<file path="src/rtl/tlu_pkg.sv">
package tlu_pkg;

    localparam int unsigned DATA_W = 16;
    localparam int unsigned MODE_W = 4;
    localparam int unsigned RES_W  = DATA_W + 2;

    typedef enum logic [2:0] {
        SEL_LOGIC,
        SEL_SHIFT,
        SEL_ADD,
        SEL_SUB,
        SEL_JUMP,
        SEL_ZERO
    } path_sel_e;

    typedef struct packed {
        logic              ovf;
        logic              cy;
        logic [DATA_W-1:0] data;
    } tlu_res_t;

    function automatic path_sel_e pick_path(input logic arith, input logic [MODE_W-1:0] m);
        path_sel_e sel;
        if (!arith)                  sel = SEL_LOGIC;
        else if (!m[3])              sel = SEL_SHIFT;
        else if (m[2:1] == 2'b00)    sel = SEL_ADD;
        else if (m[2:1] == 2'b01)    sel = SEL_SUB;
        else if (m == 4'b1111)       sel = SEL_JUMP;
        else                         sel = SEL_ZERO;
        return sel;
    endfunction

endpackage

</file>
<file path="src/rtl/tlu_truth_table.sv">
module tlu_truth_table #(
    parameter int unsigned W = 16
) (
    input  logic [W-1:0] dst_i,
    input  logic [W-1:0] src_i,
    input  logic [3:0]   table_i,
    output logic [W-1:0] out_o
);
    for (genvar i = 0; i < W; i++) begin : g_bit
        logic [1:0] idx;
        assign idx      = {dst_i[i], src_i[i]};
        assign out_o[i] = table_i[idx];
    end
endmodule

</file>
<file path="src/rtl/tlu_ripple.sv">
module tlu_ripple #(
    parameter int unsigned W        = 16,
    parameter bit          SUBTRACT = 1'b0
) (
    input  logic [W-1:0] a_i,
    input  logic [W-1:0] b_i,
    input  logic         cin_i,
    output logic [W-1:0] val_o,
    output logic         cy_o,
    output logic         ovf_o
);
    localparam int unsigned MSB = W - 1;

    logic [W-1:0] opa;
    logic [W-1:0] z;
    logic [W:0]   c;

    assign opa  = SUBTRACT ? ~a_i : a_i;
    assign c[0] = cin_i;

    for (genvar i = 0; i < W; i++) begin : g_fa
        assign z[i]   = opa[i] ^ b_i[i] ^ c[i];
        assign c[i+1] = (opa[i] & b_i[i]) | (opa[i] & c[i]) | (b_i[i] & c[i]);
    end

    assign val_o = SUBTRACT ? ~z : z;
    assign cy_o  = c[W];

    if (SUBTRACT) begin : g_sub_ovf
        assign ovf_o = (a_i[MSB] ^ b_i[MSB]) & (val_o[MSB] ^ a_i[MSB]);
    end else begin : g_add_ovf
        assign ovf_o = ~(a_i[MSB] ^ b_i[MSB]) & (val_o[MSB] ^ a_i[MSB]);
    end
endmodule

</file>
<file path="src/rtl/tlu_select.sv">
module tlu_select
    import tlu_pkg::*;
(
    input  path_sel_e         sel_i,
    input  logic [DATA_W-1:0] logic_i,
    input  logic [RES_W-1:0]  shift_i,
    input  tlu_res_t          add_i,
    input  tlu_res_t          sub_i,
    input  logic [DATA_W-1:0] jump_i,
    output tlu_res_t          res_o
);
    always_comb begin
        res_o = '0;
        unique case (sel_i)
            SEL_LOGIC: res_o.data = logic_i;
            SEL_SHIFT: res_o      = tlu_res_t'(shift_i);
            SEL_ADD:   res_o      = add_i;
            SEL_SUB:   res_o      = sub_i;
            SEL_JUMP:  res_o.data = jump_i;
            default:   res_o      = '0;
        endcase
    end
endmodule

</file>
<file path="src/rtl/truth_alu.sv">
module truth_alu
    import tlu_pkg::*;
(
    input  logic [DATA_W-1:0] dst_i,
    input  logic [DATA_W-1:0] src_i,
    input  logic [MODE_W-1:0] mode_i,
    input  logic              arith_i,
    input  logic              carry_i,
    input  logic [RES_W-1:0]  shift_i,
    input  logic [DATA_W-1:0] next_pc_i,
    output logic [RES_W-1:0]  res_o
);
    path_sel_e         sel;
    logic              cin;
    logic [DATA_W-1:0] logic_val;
    tlu_res_t          add_res;
    tlu_res_t          sub_res;
    tlu_res_t          fin;

    assign sel = pick_path(arith_i, mode_i);
    assign cin = carry_i & mode_i[0];

    tlu_truth_table #(.W(DATA_W)) u_tt (
        .dst_i   (dst_i),
        .src_i   (src_i),
        .table_i (mode_i),
        .out_o   (logic_val)
    );

    tlu_ripple #(.W(DATA_W), .SUBTRACT(1'b0)) u_add (
        .a_i   (dst_i),
        .b_i   (src_i),
        .cin_i (cin),
        .val_o (add_res.data),
        .cy_o  (add_res.cy),
        .ovf_o (add_res.ovf)
    );

    tlu_ripple #(.W(DATA_W), .SUBTRACT(1'b1)) u_sub (
        .a_i   (dst_i),
        .b_i   (src_i),
        .cin_i (cin),
        .val_o (sub_res.data),
        .cy_o  (sub_res.cy),
        .ovf_o (sub_res.ovf)
    );

    tlu_select u_sel (
        .sel_i   (sel),
        .logic_i (logic_val),
        .shift_i (shift_i),
        .add_i   (add_res),
        .sub_i   (sub_res),
        .jump_i  (next_pc_i),
        .res_o   (fin)
    );

    assign res_o = fin;
endmodule

</file>
<file path="config.mk">
export PLATFORM = sky130hd
export DESIGN_NAME = truth_alu
export DESIGN_NICKNAME = d
export VERILOG_FILES = /design/src/rtl/tlu_pkg.sv /design/src/rtl/tlu_truth_table.sv /design/src/rtl/tlu_ripple.sv /design/src/rtl/tlu_select.sv /design/src/rtl/truth_alu.sv
export SDC_FILE = /design/constraint.sdc
export NUM_CORES = 1
export LEC_CHECK = 0
export ABC_AREA = 1
export BUFFER_PORTS_ARGS = -buffer_cell sky130_fd_sc_hd__buf_2
export CAP_MARGIN = 20
export CORE_UTILIZATION = 51
export DETAILED_ROUTE_END_ITERATION = 6
export PLACE_DENSITY_LB_ADDON = 0.1
export SLEW_MARGIN = 10
export SYNTH_ARGS = -nofsm -noshare
export SYNTH_HDL_FRONTEND = slang
export SYNTH_SLANG_ARGS = --single-unit
export TNS_END_PERCENT = 20
</file>
<file path="constraint.sdc">
create_clock -name vclk -period 16.6
set_input_delay 4.15 -clock vclk [all_inputs]
set_output_delay 4.15 -clock vclk [all_outputs]
set_load 0.03 [all_outputs]
</file>
==> results of run 1 <==
==> area by class of cell <==
type	count	area, um^2
tap	48	60.1
inverter	83	312
timing repair buffer	90	450
fill	384	1270
multi-input combinational	274	1710
==> synthesized netlist by cell type <==
cell | instances | share of area
a21oi_1 | 6 | 0.014
buf_1 | 1 | 0.0018
buf_2 | 8 | 0.019
buf_4 | 3 | 0.011
buf_6 | 2 | 0.011
clkinv_1 | 1 | 0.0018
fa_1 | 32 | 0.30
ha_1 | 1 | 0.0059
inv_1 | 80 | 0.14
inv_2 | 2 | 0.0036
nand2_1 | 137 | 0.24
nand2_2 | 1 | 0.0030
nand3_1 | 60 | 0.14
nand4_1 | 9 | 0.027
nor2_1 | 19 | 0.034
nor2_4 | 1 | 0.0053
o211ai_1 | 1 | 0.0036
o21a_1 | 5 | 0.018
o221ai_1 | 1 | 0.0042
xor2_1 | 1 | 0.0042
==> worst max-delay path by stage <==
| stage | to | slack (ns) | depth (start not counted) |
|---|---|---|---|
| after floorplan | res_o[17] | 1.34 | 24 |
| after global placement | res_o[17] | 1.11 | 24 |
| after CTS | res_o[17] | 1.01 | 24 |
| after detailed placement | res_o[17] | 1.02 | 24 |
| after global routing | res_o[17] | 0.66 | 25 |
| final | res_o[17] | 0.99 | 24 |
==> placed cells by master, fill, tap and decap left out, drive strengths merged <==
master / count
inv: 82
fa: 32
nand3: 60
o211ai: 1
ha: 1
nand2: 138
clkinv: 1
o221ai: 1
a21oi: 6
nor2: 20
xor2: 1
o21a: 5
nand4: 9
buf: 90
==> per-stage QoR <==
stage / std cells / util / hold WS (ns) / power (mW)
2_1_floorplan: 371 / - / 8.56 / 0.0543
3_5_place_dp: 495 / 0.665 / 8.68 / 0.0798
6_report: 495 / 0.665 / 8.68 / 0.0803
4_1_cts: 495 / 0.665 / 8.68 / 0.0801
5_1_grt: 495 / 0.665 / 8.71 / 0.0910
3_3_place_gp: 495 / 0.665 / 8.67 / 0.0784
==> worst max-delay path, cell delays in order <==
cell and delay, ns:
buf_2 0.30, nand2_1 0.17, fa_1 0.41, fa_1 0.39, fa_1 0.39, fa_1 0.38, fa_1 0.39, fa_1 0.40
fa_1 0.36, inv_1 0.07, fa_1 0.15, inv_1 0.05, fa_1 0.37, fa_1 0.41, fa_1 0.40, fa_1 0.43
fa_1 0.39, fa_1 0.38, fa_1 0.40, fa_1 0.52, xor2_1 0.15, nand3_1 0.09, nand3_1 0.10, buf_2 0.20
==> routing by layer <==
layer  part of all wire  routed length (um)
met1               0.42                2540
met2               0.48                2950
met3              0.098                 598
met4            0.00066                   4
met5                  0                   0
==> power groups by stage <==
stage	combinational [mW]	sequential [mW]	clock [mW]
CTS	0.0801	0	0
floorplan	0.0543	0	0
global route	0.0910	0	0
finish	0.0803	0	0
global placement	0.0784	0	0
detailed placement	0.0798	0	0
==> cell families after synthesis <==
kind of cell,count (synthesis),share of synthesized area
AOI/OAI and AO/OA,13,0.0398
adders and majority gates,33,0.310
xor gates and xnor gates,1,0.00416
buffers and inverters,97,0.190
and+or+nand+nor,227,0.456
==> results.yml, run 1 <==
drt:
  drcViolationCount: 0
  vias: 2553
  ant_nets: 0
  wl_um: 6090
  drtIter0Drc: 180
  wl_per_cell_um: 12.3
  vias_per_cell: 5.16
  dr.pass1.iters: 6
grt:
  grt_first_pass_wirelength_um: 10400
  grt_max_degree: 23
  use_met3: 0.0241
  grt_pass1_vias: 2445
  gr-total-overflow: 0
  met1_usage: 0.394
  grtUsageTotal: 0.303
  busiest_layer: "met2"
  use_met2: 0.561
  antenna_found_initial: 0
floorplanning:
  die_w_um: 66.3
  core_area_mm2: 0.00380
  ios: 90
  die_area_mm2: 0.00439
  start_util: 0.554
  die_h_um: 66.3
  rows: 22
synth:
  yosysSeqAreaShare: 0
  yosys_warnings: 0
  synth_cell_types: 20
  postSynthCellCount: 371
  synth_area_mm2: 0.00211
  synth_area_per_cell_um2: 5.68
  syn_nets: 476
min_path:
  hold_path.startpoint: "shift_i[0]"
  worstHoldPathType: "in2out"
  hold_depth: 4
  holdPathEnd: "res_o[0]"
power_and_ir_drop:
  clock_power_share: 0
  p_per_area_mw_per_mm2: 31.8
  sw_frac_of_total: 0.637
  power.static_leakage_nw: 1.57
  seqPwrFrac: 0
  switching_power_uw: 51.1
  combPwrFrac: 1.000
  p_int_uw: 29.2
  ir_drop_v: 0.0000174
layout:
  finalInstanceArea_mm2: 0.00253
  antenna_cells: 0
  drive_gt1_frac: 0.210
  seq_cells: 0
  area_growth_syn_to_layout_pct: 20.0
  num-clock-buffers: 0
  fin_nets: 554
  seqCellArea_um2: 0
critical_path:
  crit_arrival_ns: 11.46
  worstSetupPathType: "in2out"
  required_ns: 12.45
  crit_fanout: 18
  cp-start-kind: "input port"
  crit_start: "mode_i[0]"
  endpoint_kind: "output pin"
status:
  status: "finished, final reports clean"
sta:
  fin_crit_sh: 0.940
  maxSlewViolCount: 0
  setup_tns_ns: 0
  worstMarginPinSlew_ns: 0.723
  min_period_ns: 15.61
  fmax_mhz: 64.1
  relSlewSlack: 0.517
  worst_slack_ns: 0.994
  hold_viol: 0
  rsz0062_at_grt: "no"
  setup_viol: 0
clock_tree:
  post_cts_resized: 0
  hold_buffers: 0
  postCtsSetupRepairBufs: 0
placed_design:
  io_buffers: 90
  gp_congestion: 0.899
  dp_hpwl_um: 4610
  placed_cell_area_mm2: 0.00253
  dp_slack_ns: 1.02
job:
  drv_cap: 0
Power figures use the tool's default switching activity.
==> run 2, diff against run 1 <==
Settings changed: CAP_MARGIN 20 to 10, RECOVER_POWER set to 25, REMOVE_ABC_BUFFERS set to 1.
==> results.yml, run 2 (synthesis results as in run 1) <==
clock_tree:
  postCtsSetupRepairBufs: 0
  post_cts_resized: 0
  hold_buffers: 0
sta:
  fin_crit_sh: 0.926
  maxSlewViolCount: 0
  setup_viol: 0
  relSlewSlack: 0.272
  min_period_ns: 15.37
  fmax_mhz: 65.1
  hold_viol: 0
  worstMarginPinSlew_ns: 1.09
  setup_tns_ns: 0
  rsz0062_at_grt: "no"
  hold_slack_ns: 8.67
layout:
  fin_nets: 555
  num-clock-buffers: 0
  seq_cells: 0
  final_cell_mix: "nand2_1, buf_2, inv_1"
  layoutNonFillerInstCount: 496
  antenna_cells: 0
  num-fill-cells: 358
  drive_gt1_frac: 0.203
  seqCellArea_um2: 0
  layout_commonest_cell: "nand2_1"
  area_growth_syn_to_layout_pct: 20.1
drt:
  vias_per_cell: 5.11
  wl_um: 6150
  vias: 2535
  ant_nets: 0
  wl_per_cell_um: 12.4
  dr.pass1.iters: 4
  drcViolationCount: 0
  drtIter0Drc: 179
critical_path:
  worstSetupPathType: "in2out"
  cp-start-kind: "input port"
  endpoint_kind: "output pin"
  crit_arrival_ns: 11.22
  crit_fanout: 2
  required_ns: 12.45
grt:
  grt_first_pass_wirelength_um: 10600
  grt_pass1_vias: 2419
  antenna_found_initial: 0
  grt_max_degree: 23
  gr-total-overflow: 0
  grtUsageTotal: 0.307
floorplanning:
  start_util: 0.554
  die_w_um: 66.3
  die_area_mm2: 0.00439
  ios: 90
  core_area_mm2: 0.00380
  rows: 22
  die_h_um: 66.3
power_and_ir_drop:
  ir_drop_v: 0.0000170
  power.static_leakage_nw: 1.56
  p_total_uw: 80.2
  p_per_area_mw_per_mm2: 31.7
placed_design:
  io_buffers: 90
  dp_hpwl_um: 4670
  post-place-cells: 496
  gp_congestion: 0.876
status:
  status: "finished, final reports clean"
min_path:
  worstHoldPathType: "in2out"
job:
  drv_cap: 0
==> run 2: cell types whose count changed in the layout (fill, tap and decap cells not counted), sizes merged <==
cell	change
clkbuf	+4
buf	-3
==> run 2: worst max-delay path: stages <==
cell and delay, ns:
buf_2 0.13, nand2_1 0.11, fa_1 0.40, fa_1 0.39, fa_1 0.39, fa_1 0.39
fa_1 0.38, fa_1 0.38, fa_1 0.38, inv_1 0.08, fa_1 0.16, inv_1 0.05
fa_1 0.38, fa_1 0.39, fa_1 0.39, fa_1 0.38, fa_1 0.39, fa_1 0.41
fa_1 0.39, fa_1 0.53, xor2_1 0.16, nand3_1 0.10, nand3_1 0.11, buf_2 0.20
==> run 2: final timing paths <==
check | startpoint | to | slack, ns | cells after the start
setup / recovery | mode_i[0] | res_o[17] | 1.23 | 24
hold / removal | shift_i[16] | res_o[16] | 8.67 | 4
==> run 2: through the flow <==
stage          utilization  setup slack, ns  cell area, um^2
6_report             0.666             1.23             2530
5_1_grt              0.666            0.944             2530
4_1_cts              0.667             1.24             2530
3_5_place_dp         0.667             1.24             2530
3_3_place_gp         0.667             1.36             2530
2_1_floorplan            -             1.68             2020
==> run 2: power by group <==
group          internal [mW]  switching [mW]
combinational         0.0290          0.0512
sequential                 0               0
clock                      0               0
==> run 2: layer usage <==
metal,vias up,routed length (um),track usage
met5,-,0,0
met2,104,2930,0.554
met3,4,502,0.0172
li1,1266,-,-
met1,1161,2670,0.414
met4,0,42,0.0372
==> run 2: layout make-up <==
class | count | area, um^2 | area share
inverters | 83 | 312 | 0.123
well taps | 48 | 60.1 | 0.0237
multi-input cells | 274 | 1710 | 0.674
repair buffers | 91 | 453 | 0.179
==> run 3, diff against run 2 <==
Settings changed: CORE_UTILIZATION 51 to 53, SYNTH_HIERARCHICAL set to 1.
Clock period 16.6 ns to 16.4 ns, I/O delays scaled along.
==> results.yml, run 3 <==
power_and_ir_drop:
  ir_drop_v: 0.0000186
  p_per_area_mw_per_mm2: 33.4
  p_total_uw: 95.8
  power.static_leakage_nw: 1.91
grt:
  antenna_found_initial: 0
  gr-total-overflow: 0
  grtUsageTotal: 0.292
  grt_max_degree: 41
  grt_pass1_vias: 2742
  grt_first_pass_wirelength_um: 11900
floorplanning:
  rows: 24
  start_util: 0.562
  die_area_mm2: 0.00495
  die_w_um: 70.4
  core_area_mm2: 0.00441
  die_h_um: 70.4
  ios: 90
status:
  status: "finished, final reports clean"
synth:
  synth_area_per_cell_um2: 5.44
  ys_top_cells_by_area: "fa_1, nand2_1, inv_1"
  yosysSeqAreaShare: 0
  yosys_warnings: 6
  synth_top_area_frac: 0.258
  synth_area_mm2: 0.00248
  yosys.area.top_type: "fa_1"
  postSynthCellCount: 456
  synth_cell_types: 14
  synth-compound-area-share: 0
  synth-simple-area-share: 0.495
  synth-xor-area-share: 0
  synth_top_family_by_area: "simple AND/OR/NAND/NOR gates"
  yosys-top-cells-count: "nand2_1, inv_1, nand3_1, nor2_1, fa_1"
  synth_mux_area_frac: 0
  synth_fa_ha_area_frac: 0.269
  synth.most_common_cell: "nand2_1"
critical_path:
  cp-start-kind: "input port"
  critPathMaxStageDelay_ns: 0.43
  slowest_stage: "fa_1"
  required_ns: 12.30
  crit_fanout: 3
  worstSetupPathType: "in2out"
  worst_path_most_repeated_cell: "fa_1"
  crit_family: "adder cells"
  path_buf_inv: 7
  cp.depth: 28
  endpoint_kind: "output pin"
  crit_arrival_ns: 11.23
drt:
  drcViolationCount: 0
  wl_per_cell_um: 12.3
  vias: 2937
  wl_um: 7150
  drtIter0Drc: 176
  dr.pass1.iters: 5
  vias_per_cell: 5.04
  ant_nets: 0
sta:
  worst_slack_ns: 1.07
  setup_tns_ns: 0
  maxSlewViolCount: 0
  worstMarginPinSlew_ns: 1.27
  hold_viol: 0
  relSlewSlack: 0.153
  min_period_ns: 15.33
  fin_crit_sh: 0.935
  fmax_mhz: 65.2
  setup_viol: 0
  hold_slack_ns: 8.56
  rsz0062_at_grt: "no"
layout:
  final_util: 0.650
  seq_cells: 0
  layoutNonFillerInstCount: 583
  layout_commonest_cell: "nand2_1"
  finalInstanceArea_mm2: 0.00287
  fin_nets: 639
  final_cell_mix: "nand2_1, inv_1, buf_2"
  area_growth_syn_to_layout_pct: 15.7
  antenna_cells: 0
  num-fill-cells: 467
  seqCellArea_um2: 0
  num-clock-buffers: 0
  drive_gt1_frac: 0.188
min_path:
  holdPathEnd: "res_o[16]"
  hold_path.startpoint: "shift_i[16]"
  hold_depth: 4
  worstHoldPathType: "in2out"
placed_design:
  io_buffers: 90
  placed_cell_area_mm2: 0.00287
  post-place-cells: 583
  dp_slack_ns: 1.08
  dp_hpwl_um: 5210
  gp_congestion: 0.850
job:
  drv_cap: 0
clock_tree:
  hold_buffers: 0
  post_cts_resized: 0
  postCtsSetupRepairBufs: 0
[run 3: cell types whose count changed after synthesis, sizes merged, moves of 4 or more]
cell	previous run	this run
buf	14	18
a21oi	6	0
nand3	60	68
nor2	20	37
o21a	5	0
nand2	138	159
inv	82	116
nand4	9	22
[run 3: worst max-delay path by stage]
stage / start / endpoint / slack (ns)
2_1_floorplan: carry_i / res_o[17] / 1.61
3_3_place_gp: mode_i[0] / res_o[17] / 1.27
3_5_place_dp: mode_i[0] / res_o[17] / 1.08
4_1_cts: mode_i[0] / res_o[17] / 1.08
5_1_grt: mode_i[0] / res_o[15] / 0.79
6_report: mode_i[0] / res_o[15] / 1.07
[run 3: area by class of cell]
type,count,area (um^2),area share
well taps,52,65.1,0.0227
multi-input cells,321,1890,0.659
repair buffers,94,477,0.166
inverters,116,435,0.152
[run 3: kinds of logic (layout without fill, tap and decap cells)]
group / after synthesis / after routing
simple gates: 287 / 287
buf+inv: 135 / 210
fa+ha+maj: 34 / 34
[run 3: where the power goes]
group / total (mW) / switching [mW] / internal [mW]
Clock: 0 / 0 / 0
Combinational: 0.0958 / 0.0622 / 0.0337
Sequential: 0 / 0 / 0
Total: 0.0958 / 0.0622 / 0.0337
[run 3: worst min-delay path, cell delays in order]
cell and delay [ns]:
buf_2 0.08, nand2_1 0.04, nand3_1 0.05, buf_2 0.18
[run 3: per-layer routing]
layer / vias up / routed length [um] / track usage
li1: 1501 / - / -
met1: 1314 / 3080 / 0.380
met2: 116 / 3500 / 0.533
met3: 6 / 501 / 0.0144
met4: 0 / 62 / 0.0533
met5: - / 0 / 0
